`src/rtl/ep0_pkg.sv`:
```
package ep0_pkg;
  localparam int REG_W = 8;

  typedef enum logic [1:0] {
    TOK_SETUP = 2'd0,
    TOK_OUT   = 2'd1,
    TOK_IN    = 2'd2
  } tok_e;

  typedef enum logic [1:0] {
    HS_ACK   = 2'd0,
    HS_NAK   = 2'd1,
    HS_STALL = 2'd2
  } hs_e;

  typedef enum logic [2:0] {
    ST_IDLE,
    ST_SETUP,
    ST_DATA,
    ST_STS_IN,
    ST_STS_OUT
  } ctl_state_e;

  // register indices
  localparam logic [1:0] RIX_CS   = 2'd0;
  localparam logic [1:0] RIX_CNT  = 2'd1;
  localparam logic [1:0] RIX_IRQ  = 2'd2;
  localparam logic [1:0] RIX_ADDR = 2'd3;

  // control/status bit positions
  localparam int CS_OUT_RDY = 0;
  localparam int CS_IN_RDY  = 1;
  localparam int CS_STALLED = 2;
  localparam int CS_DEND    = 3;
  localparam int CS_SEND    = 4;

  // interrupt register bit positions
  localparam int IQ_EPF  = 0;
  localparam int IQ_CPUF = 1;
  localparam int IQ_MASK = 6;
  localparam int IQ_GLOB = 7;

  typedef struct packed {
    logic rx_pkt;
    logic in_sent;
    logic sts_done;
    logic stall;
    logic setup_end;
  } ev_t;
endpackage

```
`src/rtl/ep0_xfer_fsm.sv`:
```
module ep0_xfer_fsm
  import ep0_pkg::*;
#(
  parameter int MAX_PKT = 32,
  parameter int LEN_W   = 7,
  parameter int EP_W    = 4
) (
  input  logic             clk,
  input  logic             rst_n,
  input  logic             tok_valid,
  input  logic [1:0]       tok_pid,
  input  logic [EP_W-1:0]  tok_ep,
  input  logic             rx_valid,
  input  logic [LEN_W-1:0] rx_len,
  input  logic             rx_data1,
  input  logic             tx_ack,
  input  logic             out_rdy,
  input  logic             in_rdy,
  input  logic             data_end,
  output logic             rx_ready,
  output logic             hs_valid,
  output logic [1:0]       hs_code,
  output logic             tx_start,
  output logic             tx_zlp,
  output ev_t              ev,
  output logic             xfer_end,
  output logic             abort_in
);
  ctl_state_e st_q, st_d;
  logic dir_in_q, dir_in_d;
  logic lock_q, lock_d;
  logic exp_q, exp_d;
  logic hs_v_d, txs_d, zlp_d, stall;
  hs_e  hs_c_d, hs_c_q;

  logic tok0, oversize, busy;
  assign tok0     = tok_valid && (tok_ep == '0);
  assign oversize = rx_len > LEN_W'(MAX_PKT);
  assign busy     = (st_q == ST_DATA) || (st_q == ST_STS_IN) || (st_q == ST_STS_OUT);
  assign rx_ready = exp_q && !((st_q == ST_DATA) && out_rdy);

  always_comb begin
    st_d     = st_q;
    dir_in_d = dir_in_q;
    lock_d   = lock_q;
    exp_d    = exp_q;
    ev       = '0;
    xfer_end = 1'b0;
    abort_in = 1'b0;
    stall    = 1'b0;
    hs_v_d   = 1'b0;
    hs_c_d   = HS_ACK;
    txs_d    = 1'b0;
    zlp_d    = 1'b0;
    if (tok0) begin
      case (tok_pid)
        TOK_SETUP: begin
          if (busy) begin
            ev.setup_end = 1'b1;
            abort_in     = 1'b1;
          end
          st_d     = ST_SETUP;
          exp_d    = 1'b1;
          lock_d   = 1'b0;
          dir_in_d = 1'b0;
          xfer_end = 1'b1;
        end
        TOK_OUT: begin
          case (st_q)
            ST_DATA: begin
              if (dir_in_q) begin
                if (data_end && !in_rdy) begin
                  st_d  = ST_STS_OUT;
                  exp_d = 1'b1;
                end else begin
                  hs_v_d = 1'b1;
                  hs_c_d = HS_NAK;
                end
              end else if (data_end) begin
                stall = 1'b1;
              end else begin
                lock_d = 1'b1;
                exp_d  = 1'b1;
              end
            end
            ST_STS_OUT: exp_d = 1'b1;
            ST_STS_IN:  stall = 1'b1;
            default: begin
              hs_v_d = 1'b1;
              hs_c_d = HS_NAK;
            end
          endcase
        end
        TOK_IN: begin
          case (st_q)
            ST_DATA: begin
              if (dir_in_q || (!lock_q && !data_end)) begin
                lock_d   = 1'b1;
                dir_in_d = 1'b1;
                if (in_rdy) begin
                  txs_d = 1'b1;
                end else if (data_end) begin
                  stall = 1'b1;
                end else begin
                  hs_v_d = 1'b1;
                  hs_c_d = HS_NAK;
                end
              end else if (data_end) begin
                zlp_d = 1'b1;
                st_d  = ST_STS_IN;
              end else begin
                hs_v_d = 1'b1;
                hs_c_d = HS_NAK;
              end
            end
            ST_STS_IN:  zlp_d = 1'b1;
            ST_STS_OUT: stall = 1'b1;
            default: begin
              hs_v_d = 1'b1;
              hs_c_d = HS_NAK;
            end
          endcase
        end
        default: ;
      endcase
    end else if (rx_valid && exp_q) begin
      exp_d = 1'b0;
      case (st_q)
        ST_SETUP: begin
          hs_v_d    = 1'b1;
          ev.rx_pkt = 1'b1;
          st_d      = ST_DATA;
        end
        ST_DATA: begin
          if (out_rdy) begin
            hs_v_d = 1'b1;
            hs_c_d = HS_NAK;
          end else if (oversize) begin
            stall = 1'b1;
          end else begin
            hs_v_d    = 1'b1;
            ev.rx_pkt = 1'b1;
          end
        end
        ST_STS_OUT: begin
          if ((rx_len == '0) && rx_data1) begin
            hs_v_d      = 1'b1;
            ev.sts_done = 1'b1;
            st_d        = ST_IDLE;
            xfer_end    = 1'b1;
          end else begin
            stall = 1'b1;
          end
        end
        default: ;
      endcase
    end else if (tx_ack) begin
      if ((st_q == ST_DATA) && dir_in_q && in_rdy) begin
        ev.in_sent = 1'b1;
      end else if (st_q == ST_STS_IN) begin
        ev.sts_done = 1'b1;
        st_d        = ST_IDLE;
        xfer_end    = 1'b1;
      end
    end
    if (stall) begin
      hs_v_d   = 1'b1;
      hs_c_d   = HS_STALL;
      ev.stall = 1'b1;
      st_d     = ST_IDLE;
      exp_d    = 1'b0;
      lock_d   = 1'b0;
      dir_in_d = 1'b0;
      xfer_end = 1'b1;
    end
  end

  always_ff @(posedge clk or negedge rst_n) begin
    if (!rst_n) begin
      st_q     <= ST_IDLE;
      dir_in_q <= 1'b0;
      lock_q   <= 1'b0;
      exp_q    <= 1'b0;
      hs_valid <= 1'b0;
      hs_c_q   <= HS_ACK;
      tx_start <= 1'b0;
      tx_zlp   <= 1'b0;
    end else begin
      st_q     <= st_d;
      dir_in_q <= dir_in_d;
      lock_q   <= lock_d;
      exp_q    <= exp_d;
      hs_valid <= hs_v_d;
      hs_c_q   <= hs_c_d;
      tx_start <= txs_d;
      tx_zlp   <= zlp_d;
    end
  end

  assign hs_code = hs_c_q;
endmodule

```
`src/rtl/ep0_csr.sv`:
```
module ep0_csr
  import ep0_pkg::*;
#(
  parameter int CNT_W  = 6,
  parameter int ADDR_W = 7
) (
  input  logic              clk,
  input  logic              rst_n,
  input  logic              wr_cs,
  input  logic              wr_addr,
  input  logic [ADDR_W-1:0] wdata,
  input  ev_t               ev,
  input  logic              xfer_end,
  input  logic              abort_in,
  input  logic [CNT_W-1:0]  rx_cnt,
  output logic              out_rdy,
  output logic              in_rdy,
  output logic              sent_stall,
  output logic              data_end,
  output logic              setup_end,
  output logic [CNT_W-1:0]  byte_cnt,
  output logic [ADDR_W-1:0] dev_addr
);
  always_ff @(posedge clk or negedge rst_n) begin
    if (!rst_n) begin
      out_rdy    <= 1'b0;
      in_rdy     <= 1'b0;
      sent_stall <= 1'b0;
      data_end   <= 1'b0;
      setup_end  <= 1'b0;
      byte_cnt   <= '0;
      dev_addr   <= '0;
    end else begin
      // hardware events win over firmware clears
      if (ev.rx_pkt)                        out_rdy <= 1'b1;
      else if (wr_cs && wdata[CS_OUT_RDY])  out_rdy <= 1'b0;

      if (ev.in_sent || abort_in)           in_rdy <= 1'b0;
      else if (wr_cs && wdata[CS_IN_RDY])   in_rdy <= 1'b1;

      if (ev.stall)                         sent_stall <= 1'b1;
      else if (wr_cs && wdata[CS_STALLED])  sent_stall <= 1'b0;

      if (xfer_end)                         data_end <= 1'b0;
      else if (wr_cs && wdata[CS_DEND])     data_end <= 1'b1;

      if (ev.setup_end)                     setup_end <= 1'b1;
      else if (wr_cs && wdata[CS_SEND])     setup_end <= 1'b0;

      if (ev.rx_pkt)                        byte_cnt <= rx_cnt;
      if (wr_addr)                          dev_addr <= wdata;
    end
  end
endmodule

```
`src/rtl/ep0_irq.sv`:
```
module ep0_irq
  import ep0_pkg::*;
(
  input  logic clk,
  input  logic rst_n,
  input  ev_t  ev,
  input  logic wr_irq,
  input  logic clr_ep,
  input  logic clr_cpu,
  input  logic new_mask,
  input  logic new_glob,
  output logic ep_flag,
  output logic cpu_flag,
  output logic ep_mask,
  output logic glob_en,
  output logic irq_req
);
  logic ev_any;
  assign ev_any = |ev;

  always_ff @(posedge clk or negedge rst_n) begin
    if (!rst_n) begin
      ep_flag  <= 1'b0;
      cpu_flag <= 1'b0;
      ep_mask  <= 1'b0;
      glob_en  <= 1'b0;
    end else begin
      if (ev_any)                 ep_flag <= 1'b1;
      else if (wr_irq && clr_ep)  ep_flag <= 1'b0;

      if (ev_any && ep_mask)      cpu_flag <= 1'b1;
      else if (wr_irq && clr_cpu) cpu_flag <= 1'b0;

      if (wr_irq) begin
        ep_mask <= new_mask;
        glob_en <= new_glob;
      end
    end
  end

  assign irq_req = cpu_flag && ep_mask && glob_en;
endmodule

```
`src/rtl/usb_ep0_ctrl.sv`:
```
module usb_ep0_ctrl
  import ep0_pkg::*;
#(
  parameter int MAX_PKT = 32,
  parameter int LEN_W   = 7,
  parameter int EP_W    = 4,
  parameter int ADDR_W  = 7
) (
  input  logic             clk,
  input  logic             rst_n,
  input  logic             tok_valid,
  input  logic [1:0]       tok_pid,
  input  logic [EP_W-1:0]  tok_ep,
  input  logic             rx_valid,
  output logic             rx_ready,
  input  logic [LEN_W-1:0] rx_len,
  input  logic             rx_data1,
  input  logic             tx_ack,
  output logic             hs_valid,
  output logic [1:0]       hs_code,
  output logic             tx_start,
  output logic             tx_zlp,
  input  logic             reg_wr,
  input  logic [1:0]       reg_addr,
  input  logic [REG_W-1:0] reg_wdata,
  output logic [REG_W-1:0] reg_rdata,
  output logic             irq_req,
  output logic             dev_addressed
);
  localparam int CNT_W = $clog2(MAX_PKT + 1);

  ev_t ev;
  logic xfer_end, abort_in;
  logic out_rdy, in_rdy, sent_stall, data_end, setup_end;
  logic ep_flag, cpu_flag, ep_mask, glob_en;
  logic [CNT_W-1:0]  byte_cnt;
  logic [ADDR_W-1:0] dev_addr;
  logic wr_cs, wr_irq, wr_adr;

  assign wr_cs  = reg_wr && (reg_addr == RIX_CS);
  assign wr_irq = reg_wr && (reg_addr == RIX_IRQ);
  assign wr_adr = reg_wr && (reg_addr == RIX_ADDR);

  ep0_xfer_fsm #(.MAX_PKT(MAX_PKT), .LEN_W(LEN_W), .EP_W(EP_W)) i_fsm (
    .clk(clk), .rst_n(rst_n),
    .tok_valid(tok_valid), .tok_pid(tok_pid), .tok_ep(tok_ep),
    .rx_valid(rx_valid), .rx_len(rx_len), .rx_data1(rx_data1),
    .tx_ack(tx_ack), .out_rdy(out_rdy), .in_rdy(in_rdy), .data_end(data_end),
    .rx_ready(rx_ready), .hs_valid(hs_valid), .hs_code(hs_code),
    .tx_start(tx_start), .tx_zlp(tx_zlp), .ev(ev),
    .xfer_end(xfer_end), .abort_in(abort_in)
  );

  ep0_csr #(.CNT_W(CNT_W), .ADDR_W(ADDR_W)) i_csr (
    .clk(clk), .rst_n(rst_n),
    .wr_cs(wr_cs), .wr_addr(wr_adr), .wdata(reg_wdata[ADDR_W-1:0]),
    .ev(ev), .xfer_end(xfer_end), .abort_in(abort_in),
    .rx_cnt(rx_len[CNT_W-1:0]),
    .out_rdy(out_rdy), .in_rdy(in_rdy), .sent_stall(sent_stall),
    .data_end(data_end), .setup_end(setup_end),
    .byte_cnt(byte_cnt), .dev_addr(dev_addr)
  );

  ep0_irq i_irq (
    .clk(clk), .rst_n(rst_n), .ev(ev), .wr_irq(wr_irq),
    .clr_ep(reg_wdata[IQ_EPF]), .clr_cpu(reg_wdata[IQ_CPUF]),
    .new_mask(reg_wdata[IQ_MASK]), .new_glob(reg_wdata[IQ_GLOB]),
    .ep_flag(ep_flag), .cpu_flag(cpu_flag), .ep_mask(ep_mask),
    .glob_en(glob_en), .irq_req(irq_req)
  );

  always_comb begin
    reg_rdata = '0;
    case (reg_addr)
      RIX_CS: begin
        reg_rdata[CS_OUT_RDY] = out_rdy;
        reg_rdata[CS_IN_RDY]  = in_rdy;
        reg_rdata[CS_STALLED] = sent_stall;
        reg_rdata[CS_DEND]    = data_end;
        reg_rdata[CS_SEND]    = setup_end;
      end
      RIX_CNT: reg_rdata = REG_W'(byte_cnt);
      RIX_IRQ: begin
        reg_rdata[IQ_EPF]  = ep_flag;
        reg_rdata[IQ_CPUF] = cpu_flag;
        reg_rdata[IQ_MASK] = ep_mask;
        reg_rdata[IQ_GLOB] = glob_en;
      end
      default: reg_rdata = REG_W'(dev_addr);
    endcase
  end

  assign dev_addressed = (dev_addr != '0);
endmodule

```
`config.mk`:
```
export PLATFORM = sky130hd
export DESIGN_NAME = usb_ep0_ctrl
export DESIGN_NICKNAME = d
export VERILOG_FILES = /design/src/rtl/ep0_pkg.sv /design/src/rtl/ep0_xfer_fsm.sv /design/src/rtl/ep0_csr.sv /design/src/rtl/ep0_irq.sv /design/src/rtl/usb_ep0_ctrl.sv
export SDC_FILE = /design/constraint.sdc
export NUM_CORES = 1
export LEC_CHECK = 0
export BUFFER_PORTS_ARGS = -buffer_cell sky130_fd_sc_hd__buf_4
export CORE_ASPECT_RATIO = 2
export CORE_MARGIN = 3
export CORE_UTILIZATION = 49
export CTS_CLUSTER_DIAMETER = 100
export DETAILED_ROUTE_END_ITERATION = 7
export PLACE_DENSITY = 0.86
export SETUP_SLACK_MARGIN = 0.3
export SLEW_MARGIN = 10
export SYNTH_ARGS = -nofsm -noshare
export SYNTH_HDL_FRONTEND = slang
export SYNTH_SLANG_ARGS = --single-unit
```
`constraint.sdc`:
```
create_clock -name clk -period 2 [get_ports clk]
set_input_delay 0.1 -clock clk [delete_from_list [all_inputs] [get_ports clk]]
set_output_delay 0.1 -clock clk [all_outputs]
set_load 0.03 [all_outputs]
```
* Yosys cells after proc, flatten, opt, wreduce, memory -nomap -nowiden
Cells that the tools add are included.
Operators by class: add/sub/neg operators 0, $mul 0, divide/modulo/power cells 0, $lt $le $gt $ge 1, equality and inequality tests 28, shift-type cells 0, mux-type cells 121, bitwise gates (word level) 0, reductions and logical operators 56
Operators by type and width (count):
- $mux 1 | 76
- $mux 3 | 14
- $pmux 1 s2 | 13
- $logic_and 1x1->1 | 22
- $ne 4x3->1 const B | 5
- $pmux 3 s3 | 2
- $mux 2 | 8
- $pmux 2 s2 | 4
- $reduce_bool 2->1 | 8
- $ne 6x6->1 const B | 2
- $reduce_and 12->1 | 1
- $reduce_bool 4->1 | 3
- $ne 5x4->1 const B | 2
- $ne 3x1->1 const B | 3
- $ne 4x2->1 const B | 2
- $gt 7x6->1 const B | 1
- $logic_not 7->1 | 1
- $reduce_and 7->1 | 1
- $reduce_bool 7->1 | 1
- $eq 2x2->1 const B | 3
- $eq 3x2->1 const B | 2
- $ne 3x3->1 const B | 2
- $pmux 1 s3 | 2
- $pmux 2 s3 | 1
- other kinds (16) | 27
Word-level totals: flip-flop bits (word level) 33, bits in latches 0, memory bits (writable) 0, bits in read-only memories 0, bits of input ports 30, output and inout bits 16, logic and storage cells 225, memories 0

* Logic depth before layout (Yosys ltp)
Gate-level depths: netlist of the first run.
depth in word-level cells 11, mapped depth 9, gate-level depth less buffers 8

* Hierarchy
Synthesis of the first run repeated with hierarchy kept, for this count alone.
Second synthesis, totals: cell total of the unflattened synthesis 218, area, all modules 2264.7 µm²
Modules (own cells, without submodules):
- ep0_xfer_fsm | instances 1, cells each 137, area an instance 1158.6 µm², sequential area each 275.3 µm²
- ep0_csr | instances 1, cells each 43, area an instance 720.7 µm², sequential area each 450.4 µm²
- usb_ep0_ctrl | instances 1, cells each 25, area an instance 207.7 µm², sequential area each 0.0 µm²
- ep0_irq | instances 1, cells each 13, area an instance 177.7 µm², sequential area each 100.1 µm²

* Worst setup path before layout of the first run
No wires, ideal clock.
path type flip-flop to flip-flop, from register i_fsm.st_q[0], to register i_fsm.st_q[1], library setup time 0.127 ns, data arrival time 1.726 ns, required time 1.873 ns, path slack 0.147 ns, stages on the path, launching flop included 8, path buffers 1, clock period less this slack 1.853 ns, cell sequence dfrtp_1 > buf_2 > nor3b_2 > and3_1 > o32ai_2 > or3_1 > a211oi_1 > a21oi_1
Between the ends: longest elaborated chain between the ends 6, elaborated cells on any way between the ends 29, classes of those cells 14 x eq/ne; 10 x mux; 5 x reduce/logical
Ends and longest elaborated chain:
- from (decl) | line ep0_xfer_fsm.sv:29 | ctl_state_e st_q, st_d;
- from (signal assigned) | line ep0_xfer_fsm.sv:189 | st_q <= st_d;
- $eq 3x3->1 (tied with other cells) | line ep0_xfer_fsm.sv:95, ep0_xfer_fsm.sv:128
- $pmux 1 s2, on equally long branches | line ep0_xfer_fsm.sv:95, ep0_xfer_fsm.sv:69, ep0_xfer_fsm.sv:128
- $pmux 1 s2 / $mux 1 (equally long branches) | line ep0_xfer_fsm.sv:56, ep0_xfer_fsm.sv:126
- $mux 1 | line ep0_xfer_fsm.sv:55 | if (tok0) begin
- $ne 5x3->1 (no source line) (tied with other cells)
- $reduce_and 12->1 (no source line)
Parallel ways exist; a longest one is shown, timed or not. A chain may end at the register's enable or synchronous reset.

==> results of run 1 <==
report_power, final:
group / total [mW] / switching (mW) / internal (mW)
Sequential: 0.870 / 0.108 / 0.762
Clock: 0.493 / 0.253 / 0.240
Combinational: 0.673 / 0.362 / 0.311
worst max-delay path, stage by stage (launching register included):
cell and delay [ns]:
dfrtp_2 0.46, or3b_4 0.31, nor3_4 0.05, a221oi_4 0.38, nor2_2 0.08, nand3b_1 0.23, a22o_1 0.24
layout make-up:
class                      count  area, um2
clock inverter                 3       17.5
tap                           52       65.1
fill                         312       1230
multi-input combinational    165       1310
inverter                       8       30.0
sequential                    33        830
timing repair buffer          68        537
clock buffer                   5       68.8
per-stage QoR:
step | power (mW) | instances | utilization [%] | instance area, um2
after global placement | 1.46 | 317 | 63.3 | 2590
after detailed placement | 1.48 | 317 | 63.3 | 2590
after CTS | 2.02 | 333 | 69.1 | 2830
after global routing | 2.13 | 334 | 69.8 | 2850
after floorplan | 1.24 | 214 | - | 2110
final | 2.04 | 334 | 69.8 | 2850
logic make-up (layout without fill, tap and decap cells):
group | count (synthesis) | after routing | synth area share [%]
AOI/OAI and AO/OA | 55 | 55 | 19.3
adders and majority gates | 5 | 5 | 2.99
buffers and inverters | 16 | 84 | 3.41
DFF | 33 | 33 | 39.5
muxes | 23 | 23 | 13.1
and+or+nand+nor | 82 | 82 | 21.7
registers in the layout, summed over array words and instances, names as in the netlist:
| signal | cells |
|---|---|
| i_csr.sent_stall | 1 |
| i_irq.glob_en | 1 |
| i_fsm.dir_in_q | 1 |
| i_csr.setup_end | 1 |
| i_fsm.st_q | 3 |
| i_irq.ep_mask | 1 |
| i_csr.in_rdy | 1 |
| i_fsm.lock_q | 1 |
| i_csr.out_rdy | 1 |
| i_fsm.hs_valid | 1 |
| i_fsm.tx_start | 1 |
| i_irq.cpu_flag | 1 |
| i_csr.data_end | 1 |
| i_fsm.tx_zlp | 1 |
| i_csr.byte_cnt | 6 |
| i_irq.ep_flag | 1 |
| i_csr.dev_addr | 7 |
| i_fsm.hs_code | 2 |
| i_fsm.exp_q | 1 |
cells in the final DEF (no fill, tap or decap), types with 6 or more instances in the layout:
cell type  netlist  layout
mux2i_1          6       6
a21oi_1         11      10
nand2_1         21      21
o21ai_0         12       7
mux2_2          14      14
buf_4            0      63
nand3_1          8       7
nor2_1          16      12
inv_1            8       7
dfrtp_1         33      30
repair_timing:
item / 4_1_cts / 5_1_grt
endpoints found under the setup margin: 21 / 20
setup buffers: 7 / 1
pin swaps: 12 / 8
hold buffers: 1 / 0
endpoints found under the hold margin: 33 / 0
gates resized for setup: 28 / 6
routing by layer:
layer | share of wire (%) | track usage, %
met4 | 5.6 | 18.5
met5 | 0 | 0
met3 | 3.3 | 4.43
met1 | 32 | 23.4
met2 | 59 | 50.2
how the worst min path moves through the flow:
| stage | slack [ns] | end | cells past startpoint | from |
|---|---|---|---|---|
| global placement | 0.06 | i_csr.dev_addr[2]$_DFFE_PN0P_ | 1 | rst_n |
| detailed placement | 0.06 | i_fsm.hs_valid$_DFF_PN0_ | 1 | rst_n |
| finish | 0.04 | i_csr.dev_addr[5]$_DFFE_PN0P_ | 2 | reg_wdata[5] |
| CTS | 0.04 | i_csr.dev_addr[5]$_DFFE_PN0P_ | 2 | reg_wdata[5] |
| floorplan | -0.20 | i_csr.byte_cnt[0]$_DFFE_PN0P_ | 0 | rst_n |
| global route | 0.04 | i_csr.dev_addr[5]$_DFFE_PN0P_ | 2 | reg_wdata[5] |
==> flow_metrics.tcl, run 1 <==
set metrics [dict create \
    startpoint "i_fsm.st_q[1]$_DFFE_PN0P_" \
    setup.worst_path.class "reg -> reg" \
    dp_slack_ns 0.0193 \
    synth.most_common_cell "dfrtp_1" \
    syn_area_mm2 0.00209 \
    place_congestion 0.908 \
    core_area_mm2 0.00409 \
    routed_wl_mm 6.39 \
    rsz0062_at_grt "true" \
    cp_max_fo 7 \
    grt_pass1_vias 2156 \
    synth-seq-area-share_pct 39.5 \
    tns_ns 0 \
    synth.avg_cell_area_um2 9.77 \
    drt_pass1_iterations 4 \
    cp-start-kind "register" \
    htreeDepth 2 \
    max_freq_mhz 539 \
    ys_seq_elements 33 \
    antenna_found_initial 0 \
    period_share_pct 92.7 \
    dr.first_iter.drc_count 47 \
    fin_nets 316 \
    syn2layout_area_growth_pct 36.5 \
    die-area_mm2 0.00513 \
    cts_tree "yes" \
    drv_cap 0 \
    status "completed" \
    drv_slew 0 \
    synth_top_cell_by_area "dfrtp_1" \
    r2r_slack_ns 0.15 \
    yosys_most_used_dff "dfrtp_1" \
    p_per_area_mw_per_mm2 713 \
    whs_ns 0.0419 \
    power_leakage_nw 1.31 \
    dp_hpwl_mm 4.88 \
    yosys_warnings 0 \
    synth_cell_types 55 \
    wl_per_cell_um 19.1 \
    endpoint "i_irq.cpu_flag$_DFFE_PN0P_" \
    clk_pin_slew_worst_paths_ns 0.07 \
    rr_startpoint "i_fsm.st_q[1]$_DFFE_PN0P_" \
    io_buffers 45 \
    grt-ovfl-total 0 \
    max_slew_margin_pct 71.0 \
    hold_violations 0 \
    drive_above_1_share_pct 45.0 \
    synth_edf_count 0 \
    die_h_um 98.4 \
    vdd_drop_max_uv 478 \
    antenna_cells 0 \
    grt_first_pass_wirelength_mm 10.0 \
    dr_total_vias 1995 \
    numCtsBuffers 5 \
    rows 33 \
    synth_top_cells_by_area "dfrtp_1 (39%), mux2_2 (7.5%), nand2_1 (3.8%)" \
    required_ns 2.18 \
    clk_path_buf_depth 2 \
    fin_crit_ns 1.85 \
    grt_start_max_net_pins 34 \
    async_reset_ff_share_pct 100 \
    worst_pin_slew_ns 0.430 \
    r2r_cells 6 \
    via_per_inst 5.97 \
    setup_ws_ns 0.146 \
    initial_core_util_pct 51.1 \
    cts.sinks 33 \
    insertion_delay_ns 0.29 \
    netlist_instances 214 \
    r2r_end "i_irq.cpu_flag$_DFFE_PN0P_" \
    syn-num-nets 249 \
    io_pins 46 \
    setup_viol 0 \
    fin_skew_ns 0.00615 \
    cts-root-buf "clkbuf_8" \
    drc 0 \
    synthTopCellsByCount "dfrtp_1 (33), nand2_1 (21), nor2_1 (16)" \
    track_usage_pct 26.6 \
    critPathArrivalTime_ns 2.04 \
    antenna_left 0 \
    worstSetupEndpointType "register" \
    fp.dieW_um 52.2 \
    synth_top_area_share_pct 39.5 \
    hold_path.class "in -> reg" \
]
Note: power is estimated with default switching activity, not from simulation.
==> run 2: changes to the inputs <==
--- a/config.mk
+++ b/config.mk
@@ -11,6 +11,7 @@
 export CORE_UTILIZATION = 49
 export CTS_CLUSTER_DIAMETER = 100
 export DETAILED_ROUTE_END_ITERATION = 7
+export GPL_TIMING_DRIVEN = 0
 export PLACE_DENSITY = 0.86
 export SETUP_SLACK_MARGIN = 0.3
 export SLEW_MARGIN = 10
==> run 2 against run 1 <==
  * The run now ends with DRC left
  * Clock power is 33% higher
  * Die area stayed put
  * Core utilization is 4.9 points higher
  * Critical path depth is 1 higher
  * Non-clock buffer count is 13 higher
  * Maximum frequency is 6.3% lower
  * Sequential power is 0.7% higher
  * Critical path type unchanged
  * Largest cell class unchanged
  * Highest routed layer unchanged
==> flow_metrics.tcl, run 2 (synthesis results as in run 1) <==
set metrics [dict create \
    fin_skew_ns 0.00152 \
    p_per_area_mw_per_mm2 799 \
    dr.first_iter.drc_count 164 \
    cts_tree "yes" \
    nFillCells 236 \
    rows 33 \
    hold_path.class "in -> reg" \
    grt_pass1_vias 2101 \
    cp-start-kind "register" \
    power_mw 2.44 \
    io_buffers 45 \
    drc 1 \
    dp_hpwl_mm 4.50 \
    cp_max_fo 10 \
    min_from "reg_wdata[7]" \
    violations "DRC" \
    final_cell_mix "buf_4 (64), dfrtp_1 (30), nand2_1 (21)" \
    insertion_delay_ns 0.29 \
    initial_core_util_pct 51.1 \
    clk_path_buf_depth 2 \
    grt_busiest_layer "met2" \
    max_freq_mhz 505 \
    tns_ns 0 \
    dr_total_vias 2234 \
    worstSetupEndpointType "register" \
    slowest_delay_ns 0.37 \
    fin_nets 329 \
    setup.worst_path.class "reg -> reg" \
    drv_cap 0 \
    antenna_found_initial 0 \
    period_share_pct 99.0 \
    numCtsBuffers 5 \
    final_common_cell "buf_4" \
    fin_crit_ns 1.98 \
    hold_violations 0 \
    clk_pin_slew_worst_paths_ns 0.07 \
    regMostFlops "i_csr.dev_addr" \
    syn2layout_area_growth_pct 46.1 \
    die-area_mm2 0.00513 \
    routed_wl_mm 7.85 \
    required_ns 2.18 \
    wl_per_cell_um 22.6 \
    cts.sinks 33 \
    instances_no_fill 347 \
    worst_pin_slew_ns 1.02 \
    fp.dieW_um 52.2 \
    core_area_mm2 0.00409 \
    grt_start_max_net_pins 34 \
    power_leakage_nw 1.40 \
    antenna_left 0 \
    place_congestion 0.893 \
    rr_startpoint "i_csr.data_end$_DFFE_PN0P_" \
    use_met1_pct 26.4 \
    track_usage_pct 26.2 \
    status "finished with violations" \
    use_met3_pct 2.60 \
    post-route-util_pct 74.7 \
    io_pins 46 \
    use_met2_pct 47.7 \
    htreeDepth 2 \
    grt_first_pass_wirelength_mm 10.0 \
    vdd_drop_max_uv 530 \
    die_h_um 98.4 \
    drive_above_1_share_pct 47.5 \
    rsz0062_at_grt "true" \
    path_cells "clkbuf_4, nor2b_1, o21ai_2, o221a_4, nor2_4, nand3b_1, a22o_1" \
    critPathArrivalTime_ns 2.16 \
    ff_latch_area_um2 830 \
    grt-ovfl-total 0 \
    multi_input_area_mm2 0.00137 \
    drv_slew 0 \
    reg.largest.list "i_csr.dev_addr: 7 flops, i_csr.byte_cnt: 6 flops, i_fsm.st_q: 3 flops" \
    max_slew_margin_pct 31.7 \
    startpoint "i_csr.data_end$_DFFE_PN0P_" \
    setup_viol 0 \
    placed_cells 311 \
    via_per_inst 6.44 \
    drt_pass1_iterations 8 \
    whs_ns 0.0478 \
    cts-root-buf "clkbuf_8" \
    largest_register_ffs 7 \
    cp_slowest_cell "dfrtp_1" \
    antenna_cells 0 \
]
==> run 2: through the flow <==
step                      area (um2)  setup WS, ns
after floorplan                 2110         0.196
after global placement          2510       -0.0601
after detailed placement        2510        -0.146
after CTS                       2850         0.124
after global routing            3050       -0.0381
final                           3050        0.0207
==> run 2: timing repair <==
action                                  4_1_cts  5_1_grt
hold endpoints to repair                     33        0
endpoints found under the setup margin       20       20
hold buffers                                  1        0
buffers inserted                             15       12
pin swaps                                    14       18
gates resized for setup                      27       25
==> run 2: metal layers <==
layer | up-vias | routed length, um
met4 | 0 | 561
met2 | 178 | 4280
met3 | 50 | 579
met5 | - | 0
met1 | 1061 | 2430
li1 | 945 | -
==> run 2: final cells by class <==
class | count | share of cell area [%]
repair buffers | 73 | 19.4
multi-input cells | 165 | 44.8
clock buffers | 7 | 2.83
plain buffers | 8 | 1.72
clock inverters | 1 | 0.983
flip-flops and latches | 33 | 27.2
well taps | 52 | 2.13
inverters | 8 | 0.983
==> run 2: worst paths after layout <==
| path | slack (ns) | cells after the start | to |
|---|---|---|---|
| worst max-delay path | 0.02 | 7 | i_irq.cpu_flag$_DFFE_PN0P_ |
| worst min-delay path | 0.05 | 2 | i_irq.glob_en$_DFFE_PN0P_ |
| worst max register to register | 0.02 | 7 | i_irq.cpu_flag$_DFFE_PN0P_ |
| worst min register to register | 0.48 | 1 | i_csr.sent_stall$_DFFE_PN0P_ |
| max in group asynchronous | 1.38 | 2 | i_csr.in_rdy$_DFFE_PN0P_ |
| min in group asynchronous | 0.29 | 2 | i_csr.dev_addr[2]$_DFFE_PN0P_ |
==> run 2: report_power, final <==
part	leakage, nW	internal, mW	switching, mW
clock network	0.0585	0.406	0.251
registers	0.423	0.764	0.112
logic	0.921	0.437	0.470
==> run 2: critical path, delay by kind of cell, from the launching register on <==
kind / cells / cell delay (ns)
AOI/OAI and AO/OA: 3 / 0.85
and+or+nand+nor: 3 / 0.44
DFF: 1 / 0.37
buffers and inverters: 1 / 0.21
==> run 3: changes to the inputs <==
--- a/config.mk
+++ b/config.mk
@@ -8,11 +8,11 @@
 export BUFFER_PORTS_ARGS = -buffer_cell sky130_fd_sc_hd__buf_4
 export CORE_ASPECT_RATIO = 2
 export CORE_MARGIN = 3
-export CORE_UTILIZATION = 49
+export CORE_UTILIZATION = 45
 export CTS_CLUSTER_DIAMETER = 100
 export DETAILED_ROUTE_END_ITERATION = 7
 export GPL_TIMING_DRIVEN = 0
-export PLACE_DENSITY = 0.86
+export PLACE_DENSITY = 0.71
 export SETUP_SLACK_MARGIN = 0.3
 export SLEW_MARGIN = 10
 export SYNTH_ARGS = -nofsm -noshare
==> run 3 against run 2 <==
  * The run now ends clean
  * Highest routed layer unchanged
  * Final cell count up 0.29%
  * Sequential power down 1%
  * Count of clock-buffer cells in the layout down 1
  * Critical endpoint is now i_fsm.st_q[1]$_DFFE_PN0P_
  * Non-clock buffer count down 1
==> flow_metrics.tcl, run 3 (synthesis results as in run 1) <==
set metrics [dict create \
    antenna_cells 0 \
    dr_wl_met2_mm 3.62 \
    m1WireLength_mm 2.22 \
    final_common_cell "buf_4" \
    clk_path_buf_depth 2 \
    whs_ns 0.0434 \
    die_h_um 102 \
    cp_max_fo 6 \
    fin_nets 328 \
    numCtsBuffers 5 \
    grt_start_max_net_pins 34 \
    hold_path.class "in -> reg" \
    fin_skew_ns 0.00801 \
    dr.max_layer_used "met4" \
    place_congestion 0.871 \
    period_share_pct 96.8 \
    fp.dieW_um 54.2 \
    io_buffers 45 \
    rsz0062_at_grt "true" \
    final_cell_mix "buf_4 (62), dfrtp_1 (30), nand2_1 (21)" \
    dp_hpwl_mm 4.39 \
    min_from "reg_wdata[7]" \
    placed_cells 313 \
    cp-start-kind "register" \
    setup.worst_path.class "reg -> reg" \
    grt_pass1_vias 2071 \
    grt_first_pass_wirelength_mm 9.80 \
    reg.largest.list "i_csr.dev_addr: 7 flops, i_csr.byte_cnt: 6 flops, i_fsm.st_q: 3 flops" \
    drive_above_1_share_pct 46.3 \
    insertion_delay_ns 0.28 \
    r2r_slack_ns 0.06 \
    dp_slack_ns -0.0470 \
    drc 0 \
    hold_violations 0 \
    status "completed" \
    power_leakage_nw 1.37 \
    startpoint "i_fsm.st_q[2]$_DFFE_PN0P_" \
    largest_register_ffs 7 \
    initial_core_util_pct 47.3 \
    met3_length_um 312 \
    instances_no_fill 348 \
    rr_startpoint "i_fsm.st_q[2]$_DFFE_PN0P_" \
    wl_per_cell_um 18.9 \
    dr.first_iter.drc_count 33 \
    cts_tree "yes" \
    required_ns 2.16 \
    io_pins 46 \
    routed_wl_mm 6.58 \
    cts.sinks 33 \
    track_usage_pct 24.5 \
    setup_viol 0 \
    regMostFlops "i_csr.dev_addr" \
    fin_crit_ns 1.94 \
    max_slew_margin_pct 44.2 \
    drt_pass1_iterations 4 \
    syn2layout_area_growth_pct 42.7 \
    nFillCells 369 \
    setup_ws_ns 0.0647 \
    core_area_mm2 0.00442 \
    critPathArrivalTime_ns 2.10 \
    htreeDepth 2 \
    clk_pin_slew_worst_paths_ns 0.07 \
    grt-ovfl-total 0 \
    p_per_area_mw_per_mm2 714 \
    drv_slew 0 \
    rows 34 \
    die-area_mm2 0.00555 \
    dr_total_vias 2098 \
    worst_pin_slew_ns 0.835 \
    via_per_inst 6.03 \
    antenna_found_initial 0 \
    cts-root-buf "clkbuf_8" \
    antenna_left 0 \
    tns_ns 0 \
    drv_cap 0 \
    vdd_drop_max_uv 470 \
    worstSetupEndpointType "register" \
    max_freq_mhz 517 \
]
run 3: report_power, final:
group	switching (mW)	total (mW)	internal, mW
Sequential	0.102	0.866	0.765
Combinational	0.398	0.789	0.392
Clock	0.235	0.475	0.241
Total	0.734	2.13	1.40
run 3: per-stage QoR:
stage	area, um2	utilization (%)	total power, mW
after floorplan	2110	-	1.24
after global placement	2510	56.8	1.44
after detailed placement	2510	56.8	1.45
after CTS	2850	64.3	2.04
after global routing	2980	67.4	2.24
final	2980	67.4	2.13
run 3: per-layer routing:
| layer | global-route usage, % | vias to the layer above |
|---|---|---|
| li1 | - | 939 |
| met1 | 23.4 | 1030 |
| met2 | 43.2 | 95 |
| met3 | 4.38 | 34 |
| met4 | 18.8 | 0 |
| met5 | 0 | - |
run 3: worst paths after layout:
kind,to,cells after the start
max,i_fsm.st_q[1]$_DFFE_PN0P_,6
min,i_irq.glob_en$_DFFE_PN0P_,2
max reg2reg,i_fsm.st_q[1]$_DFFE_PN0P_,6
min reg2reg,i_csr.sent_stall$_DFFE_PN0P_,1
max in group asynchronous,i_fsm.st_q[1]$_DFFE_PN0P_,2
min in group asynchronous,i_csr.dev_addr[4]$_DFFE_PN0P_,2
run 3: cell type report:
class | instances | area, um2 | area share, %
buffer | 8 | 55.1 | 1.84
clock inverter | 2 | 10.0 | 0.335
clock buffer | 6 | 72.6 | 2.43
tap | 54 | 67.6 | 2.26
sequential | 33 | 830 | 27.8
inverter | 8 | 30.0 | 1.01
multi-input combinational | 165 | 1340 | 45.0
timing repair buffer | 72 | 577 | 19.3
run 3: repair_timing:
item                                    4_1_cts  5_1_grt
pin swaps                                    13        6
resized for setup                            30       20
hold buffers                                  1        0
buffers inserted                             17        9
endpoints found under the setup margin       19       20
hold endpoints to repair                     33        0
run 3: worst max-delay path: stages, from the launching register on:
cell and delay [ns]:
dfrtp_2 0.44, and2b_4 0.32, nand3_1 0.14, and3_1 0.26, or3_4 0.44, a211oi_2 0.15
a21oi_1 0.06
